### config.mk
export PLATFORM = sky130hd
export DESIGN_NAME = chan_val_reg
export DESIGN_NICKNAME = d
export VERILOG_FILES = /design/src/rtl/chan_val_pkg.sv /design/src/rtl/chan_val_rd_coh.sv /design/src/rtl/chan_val_wr_coh.sv /design/src/rtl/chan_val_reg.sv
export SDC_FILE = /design/constraint.sdc
export NUM_CORES = 1
export LEC_CHECK = 0
export BUFFER_PORTS_ARGS = -buffer_cell sky130_fd_sc_hd__buf_4
export CORE_ASPECT_RATIO = 0.8
export CORE_MARGIN = 3
export CORE_UTILIZATION = 30
export DETAILED_ROUTE_END_ITERATION = 10
export GPL_TIMING_DRIVEN = 0
export SETUP_SLACK_MARGIN = 0.1
export SLEW_MARGIN = 15
export SYNTH_ARGS = -nofsm -noshare
export SYNTH_HDL_FRONTEND = slang
export SYNTH_SLANG_ARGS = --single-unit
### constraint.sdc
create_clock -name clk_i -period 2.6 [get_ports clk_i]
set_clock_uncertainty 0.2 [all_clocks]
set_input_delay 0.26 -clock clk_i [delete_from_list [all_inputs] [get_ports clk_i]]
set_output_delay 0.26 -clock clk_i [all_outputs]
set_load 0.01 [all_outputs]
### src/rtl/chan_val_pkg.sv
package chan_val_pkg;
  typedef enum logic {
    SEL_LO = 1'b0,
    SEL_HI = 1'b1
  } byte_sel_e;

  localparam int NUM_LANES = 2;
endpackage

### src/rtl/chan_val_rd_coh.sv
module chan_val_rd_coh
  import chan_val_pkg::*;
#(
  parameter int BYTE_W = 8,
  localparam int VAL_W = NUM_LANES * BYTE_W
) (
  input  logic              clk_i,
  input  logic              rst_ni,
  input  logic              capture_i,
  input  logic              halt_i,
  input  logic              rd_en_i,
  input  logic              sel_hi_i,
  input  logic              ctrl_wr_i,
  input  logic [VAL_W-1:0]  live_i,
  output logic [BYTE_W-1:0] rdata_o
);
  logic             held_q;
  byte_sel_e        first_q;
  logic [VAL_W-1:0] snap_q;
  logic             track;
  logic [VAL_W-1:0] src;

  // pairing only in capture mode and outside debug halt
  assign track = capture_i && !halt_i && rd_en_i && !ctrl_wr_i;

  always_ff @(posedge clk_i or negedge rst_ni) begin
    if (!rst_ni) begin
      held_q  <= 1'b0;
      first_q <= SEL_LO;
      snap_q  <= '0;
    end else if (ctrl_wr_i) begin
      held_q <= 1'b0;
    end else if (track) begin
      if (!held_q) begin
        held_q  <= 1'b1;
        first_q <= byte_sel_e'(sel_hi_i);
        snap_q  <= live_i;
      end else if (byte_sel_e'(sel_hi_i) != first_q) begin
        held_q <= 1'b0;
      end
    end
  end

  assign src     = (capture_i && !halt_i && held_q) ? snap_q : live_i;
  assign rdata_o = sel_hi_i ? src[VAL_W-1:BYTE_W] : src[BYTE_W-1:0];

  AST_CTRL_RELEASE: assert property (@(posedge clk_i) disable iff (!rst_ni)
    ctrl_wr_i |=> !held_q);
  AST_HALT_FREEZE: assert property (@(posedge clk_i) disable iff (!rst_ni)
    (halt_i && !ctrl_wr_i) |=> $stable(held_q));
  AST_SNAP_STABLE: assert property (@(posedge clk_i) disable iff (!rst_ni)
    held_q |=> $stable(snap_q));
endmodule

### src/rtl/chan_val_wr_coh.sv
module chan_val_wr_coh
  import chan_val_pkg::*;
#(
  parameter int BYTE_W = 8,
  localparam int VAL_W = NUM_LANES * BYTE_W
) (
  input  logic              clk_i,
  input  logic              rst_ni,
  input  logic              wr_en_i,
  input  logic              sel_hi_i,
  input  logic [BYTE_W-1:0] wdata_i,
  input  logic              upd_ok_i,
  output logic              xfer_o,
  output logic [VAL_W-1:0]  wbuf_o
);
  logic [NUM_LANES-1:0] got_q;
  logic [NUM_LANES-1:0] wr_bits;

  assign xfer_o  = (&got_q) && upd_ok_i;
  assign wr_bits = wr_en_i ? (sel_hi_i ? 2'b10 : 2'b01) : 2'b00;

  always_ff @(posedge clk_i or negedge rst_ni) begin
    if (!rst_ni) got_q <= '0;
    else         got_q <= (xfer_o ? '0 : got_q) | wr_bits;
  end

  for (genvar g = 0; g < NUM_LANES; g++) begin : g_lane
    always_ff @(posedge clk_i or negedge rst_ni) begin
      if (!rst_ni)         wbuf_o[g*BYTE_W +: BYTE_W] <= '0;
      else if (wr_bits[g]) wbuf_o[g*BYTE_W +: BYTE_W] <= wdata_i;
    end
  end

  AST_PAIR_HELD: assert property (@(posedge clk_i) disable iff (!rst_ni)
    ((&got_q) && !upd_ok_i) |=> (&got_q));
  AST_ONE_LANE_PER_WRITE: assert property (@(posedge clk_i) disable iff (!rst_ni)
    (got_q == 2'b00 && wr_en_i) |=> $countones(got_q) == 1);
endmodule

### src/rtl/chan_val_reg.sv
module chan_val_reg
  import chan_val_pkg::*;
#(
  parameter int BYTE_W = 8,
  localparam int VAL_W = NUM_LANES * BYTE_W
) (
  input  logic              clk_i,
  input  logic              rst_ni,
  input  logic              capture_mode_i,
  input  logic              dbg_halt_i,
  input  logic              rd_en_i,
  input  logic              wr_en_i,
  input  logic              sel_hi_i,
  input  logic [BYTE_W-1:0] wdata_i,
  output logic [BYTE_W-1:0] rdata_o,
  input  logic              ctrl_wr_i,
  input  logic              cap_valid_i,
  input  logic [VAL_W-1:0]  cap_value_i,
  input  logic              upd_ok_i,
  output logic [VAL_W-1:0]  chan_val_o
);
  logic             xfer;
  logic [VAL_W-1:0] wbuf;

  chan_val_rd_coh #(.BYTE_W(BYTE_W)) u_rd (
    .clk_i     (clk_i),
    .rst_ni    (rst_ni),
    .capture_i (capture_mode_i),
    .halt_i    (dbg_halt_i),
    .rd_en_i   (rd_en_i),
    .sel_hi_i  (sel_hi_i),
    .ctrl_wr_i (ctrl_wr_i),
    .live_i    (chan_val_o),
    .rdata_o   (rdata_o)
  );

  // writes discarded and loads held off in capture mode
  chan_val_wr_coh #(.BYTE_W(BYTE_W)) u_wr (
    .clk_i    (clk_i),
    .rst_ni   (rst_ni),
    .wr_en_i  (wr_en_i && !capture_mode_i),
    .sel_hi_i (sel_hi_i),
    .wdata_i  (wdata_i),
    .upd_ok_i (upd_ok_i && !capture_mode_i),
    .xfer_o   (xfer),
    .wbuf_o   (wbuf)
  );

  always_ff @(posedge clk_i or negedge rst_ni) begin
    if (!rst_ni)                         chan_val_o <= '0;
    else if (capture_mode_i && cap_valid_i) chan_val_o <= cap_value_i;
    else if (!capture_mode_i && xfer)    chan_val_o <= wbuf;
  end

  AST_CAP_WRITE_DROPPED: assert property (@(posedge clk_i) disable iff (!rst_ni)
    (capture_mode_i && !cap_valid_i) |=> $stable(chan_val_o));
  AST_LOAD_NEEDS_UPD: assert property (@(posedge clk_i) disable iff (!rst_ni)
    (!capture_mode_i && !upd_ok_i) |=> $stable(chan_val_o));
  AST_CAPTURE_LOADS: assert property (@(posedge clk_i) disable iff (!rst_ni)
    (capture_mode_i && cap_valid_i) |=> chan_val_o == $past(cap_value_i));
endmodule

Yosys cells after proc, flatten, opt, wreduce, memory -nomap -nowiden
Index checks and enable logic that the tools add are counted.
{ "classes": {"eq_ne": 1, "reduce_logical": 16, "muxes": 11, "bitwise_logic": 3} }
{ "ops": {"columns": ["operator", "count"], "rows": [
  ["16-bit 2-to-1 mux", 3],
  ["1-bit logical AND", 9],
  ["8-bit 2-to-1 mux", 1],
  ["2-bit 2-to-1 mux", 3],
  ["1-bit 2-to-1 mux", 4],
  ["2-bit nonzero test", 2],
  ["1-bit zero test", 3],
  ["3-bit AND reduction", 1],
  ["1-bit NOT", 2],
  ["2-bit bitwise OR", 1],
  ["2-bit AND reduction", 1],
  ["1-bit != test", 1]
]} }
{ "totals": {"reg_bits": 52, "input_bits": 34, "word_cells": 38, "out_inout_bits": 24} }

Logic depth before layout (Yosys ltp)
{ "depth": {"ltp_word": 6, "mapped_depth": 5, "depth_no_buf": 3} }

Hierarchy
A second synthesis with hierarchy kept.
{ "unflattened": {"cells_unflattened": 167, "hier_area_um2": 2636.3} }
{ "modules_own_cells": {"columns": ["mod", "instances", "cells_per_inst", "area_per_inst_um2", "seq_area_each_um2"], "rows": [
  ["chan_val_reg", 1, 72, 970.9, 400.4],
  ["chan_val_rd_coh", 1, 53, 942.2, 450.4],
  ["chan_val_wr_coh", 1, 42, 723.2, 450.4]
]} }

Worst setup path after synthesis
OpenSTA, ideal clock, no wires.
{ "synth_timing": {"kind": "register to output", "startpoint": "register u_rd.held_q", "endpoint": "output rdata_o[0]", "path_stages_with_launch": 4, "arrival_ns": 1.213, "setup_slack_ns": 0.927, "required_ns": 2.140, "path_cell_list": "dfrtp_1 nand3b_1 buf_6 mux4_1"} }
{ "synth_via": {"elab_chain_cells": 3} }
{ "synth_rtl": {"columns": ["item", "line_no", "source"], "rows": [
  ["start: declaration", "chan_val_rd_coh.sv:17", "logic held_q;"],
  ["start signal: assignment", "chan_val_rd_coh.sv:28", "held_q <= 1'b0;"],
  ["start signal: assignment", "chan_val_rd_coh.sv:32", "held_q <= 1'b0;"],
  ["start signal: assignment", "chan_val_rd_coh.sv:35", "held_q <= 1'b1;"],
  ["1-bit logical AND", "chan_val_rd_coh.sv:44", "assign src = (capture_i && !halt_i && held_q) ? snap_q : live_i;"],
  ["16-bit 2-to-1 mux", "chan_val_rd_coh.sv:44", null],
  ["8-bit 2-to-1 mux", "chan_val_rd_coh.sv:45", "assign rdata_o = sel_hi_i ? src[VAL_W-1:BYTE_W] : src[BYTE_W-1:0];"],
  ["end: declaration", "chan_val_reg.sv:15", "output logic [BYTE_W-1:0] rdata_o,"]
]} }
Every way passes these cells.

Worst setup path after layout
{ "layout_timing": {"startpoint": "register u_rd.held_q", "endpoint": "output rdata_o[2]"} }
Same word-level chain as after synthesis.

==> results.md <==
- # Post-CTS Setup Buffers: 0
- Initial Util: 31.2%
- Worst r2r src: u_wr.got_q[0]$_DFF_PN0_
- Grt ovf: 0
- Crit share post-route: 84.1%
- Die ar.: 0.00889 mm2
- Mux share of post-synthesis cell area: 25.1%
- Layout cells sized above 1: between 40% and 50%
- DR vias: about 1600
- Most common cell in the netlist: dfrtp_1
- Die Span Y: 84.9 um
- Relative slew margins: a little over half
- First-pass GRT wire length: approximately 9000 um
- Cells after synthesis: 181
- Slew Limit Fails: 0
- Diode count: 0
- I/O Buffers: 57
- Clock insertion delay at the later pin of the skew report: 0.30 ns
- Max-cap violations: 0
- Final Instance Count excl. Fillers: 358
- Placeable Area: 0.00750 mm2
- Total CTS buffers: 5
- FF-to-FF setup slack: 1.04 ns
- Syn Nets: 215
- HP Class: input port to flip-flop
- CTS tree: yes
- Pwr Density: 796 mW/mm2
- Finished Cell Area: 0.00307 mm2
- Synth Area in Adders: 0%
- CTS resizes: 0
- Worst setup path endpoint: rdata_o[2]
- Status: completed
- Cell Area, Synth: 0.00234 mm2
- Top-area cell type share of the netlist area: 55.7%
- CTS Sinks: 52
- Setup crit start kind: flip-flop
- Vias per cell: 4.56
- Worst path arrival time: 1.73 ns
- Nets: 287
- Critical path launch point: u_rd.held_q$_DFFE_PN0P_
- Die Span X: between 100 and 150 um
- Drt first pass iters: 4
- Placed cell count: 343
- EDFF count, synth: 0
- Post-route ant nets: 0
- Synth Area in Compound Gates: 5.19%
- Antenna violations before repair: 0
- Peak VDD IR: 236 uV
- Syn_area_per_cell: 12.9 um2
- RSZ-0062 raised after global routing: false
- Post-place setup slack: 0.730 ns
- Io pins: 58
- Setup TNS: 0 ns
- Largest family of logic cells by synthesized area: multiplexers
- DRT Wirelength: 5260 um
- Cts hold-fix bufs: 7
- Dominant synthesized flop cell: dfrtp_1
- Final Wtd Congestion: roughly 0.76
- H-tree depth: 2
- Worst Path Required: 2.14 ns
- Critical setup path kind: flip-flop to output port
- Synth area leaders: dfrtp_1 56%, mux2_2 15%, mux4_1 9.0%, nand2_1 5.6%, a31oi_1 4.6%
- DR WL/cell: between 10 and 15 um
- Post-synth ARST share: 100%
- # fillers: 758
- Worst reg2reg path endpoint: chan_val_o[12]$_DFFE_PN0P_
- Root buffer cell: clkbuf_8
- Initial drt markers: 66
- Core Util, Final: 41.0%
- Number of remaining DRC errors: 0
- Synth Area in XOR/XNOR: 0.375%
- Fmax: 458 MHz
- Netlist cell types: 22
- Total track usage: 12.7%
- Fin crit period: 2.19 ns
- Lkg Pwr: 0.00140 uW
- Min setup slack post-route: 0.414 ns
- Setup crit end kind: output port
- Largest net degree at the start of global routing: 53
- Final setup fails: 0
- Post-DP Area: a little under 0.003 mm2
- Synth Area in Simple Gates: 11.3%
- Final Hold Fails: 0
- Area leader, netlist: dfrtp_1
- Post-synthesis sequential area ratio: between 50% and 60%
- Worst-path clk slew: 0.09 ns
- Worst Reg-to-Reg Cells: 4
- Row Count: 28
- Synth cell count leaders: 52 x dfrtp_1, 35 x nand2_1, 32 x mux2_2
- Max Root-Sink Buffers: 2
- Warnings from Yosys: 0
- Number of synthesized register bits: 52
- Area grow syn2layout: 31.5%
- Vias in the first global route: around 1800
- HPWL Detailed: 4090 um
- Worst-margin pin slew: 0.696 ns
- Crit path max fanout: 8
==> power breakdown <==
part | total (uW) | internal, uW | switching, uW
clock | 487 | 238 | 249
combinational | 729 | 447 | 282
sequential | 1230 | 1060 | 174
total | 2450 | 1740 | 705
==> cell usage in the layout (no fill, tap or decap), types with 2 or more instances in the layout <==
cell type	n
dfrtp_1	52
nand3b_1	2
clkbuf_8	7
nor2_1	17
nand2_1	35
buf_1	2
clkbuf_1	2
dlygate4sd3_1	8
mux4_1	8
buf_4	58
mux2_2	32
buf_6	2
a31oi_1	17
==> registers in the layout (all words and copies together), names as in the netlist <==
signal / cells
u_wr.wbuf_o: 16
u_rd.snap_q: 16
u_rd.held_q: 1
chan_val_o: 16
u_wr.got_q: 2
u_rd.first_q: 1
==> worst max-delay path: stages, from the launching register on <==
cell and delay (ns):
dfrtp_1 0.41, nand3b_1 0.12, buf_6 0.16, mux4_1 0.57, buf_4 0.16
==> cells by family (layout without fill, tap and decap cells) <==
group,count (synthesis),after routing
and+or+nand+nor,59,59
DFF,52,52
muxes,41,41
AOI/OAI and AO/OA,19,19
buffers and inverters,9,81
xor gates and xnor gates,1,1
==> how the worst min path moves through the flow <==
stage / from / slack (ns) / end / depth (start not counted)
after detailed placement: rst_ni / 0.14 / u_rd.held_q$_DFFE_PN0P_ / 1
after global routing: wdata_i[0] / 0.001 / u_wr.wbuf_o[8]$_DFFE_PN0P_ / 2
after CTS: wdata_i[0] / 0.0002 / u_wr.wbuf_o[8]$_DFFE_PN0P_ / 2
after floorplan: rst_ni / -0.24 / chan_val_o[0]$_DFFE_PN0P_ / 0
final: wdata_i[0] / 0.006 / u_wr.wbuf_o[8]$_DFFE_PN0P_ / 2
after global placement: rst_ni / 0.14 / u_rd.held_q$_DFFE_PN0P_ / 1
==> cell type report <==
| class | instances | area [um2] | area share (%) |
|---|---|---|---|
| Buffer | 9 | 55.1 | 1.79 |
| Clock buffer | 7 | 96.3 | 3.14 |
| Multi-Input combinational cell | 120 | 981 | 31.9 |
| Sequential cell | 52 | 1300 | 42.3 |
| Tap cell | 105 | 131 | 4.28 |
| Timing Repair Buffer | 65 | 508 | 16.5 |
==> per-layer routing <==
metal | vias up | GRT usage (%) | part of all wire, %
met1 | 795 | 16.9 | 47
met5 | - | 0 | 0
met4 | 0 | 2.98 | 0.63
li1 | 801 | - | -
met3 | 4 | 3.95 | 4.6
met2 | 31 | 20.4 | 47
==> per-stage QoR <==
stage | total power (uW) | hold slack, ns
final | 2450 | 0.00636
after global routing | 2620 | 0.00140
after CTS | 2480 | 0.000184
after detailed placement | 1990 | 0.135
after global placement | 1950 | 0.138
after floorplan | 1620 | -0.236
(Power assumes the default switching activity.)
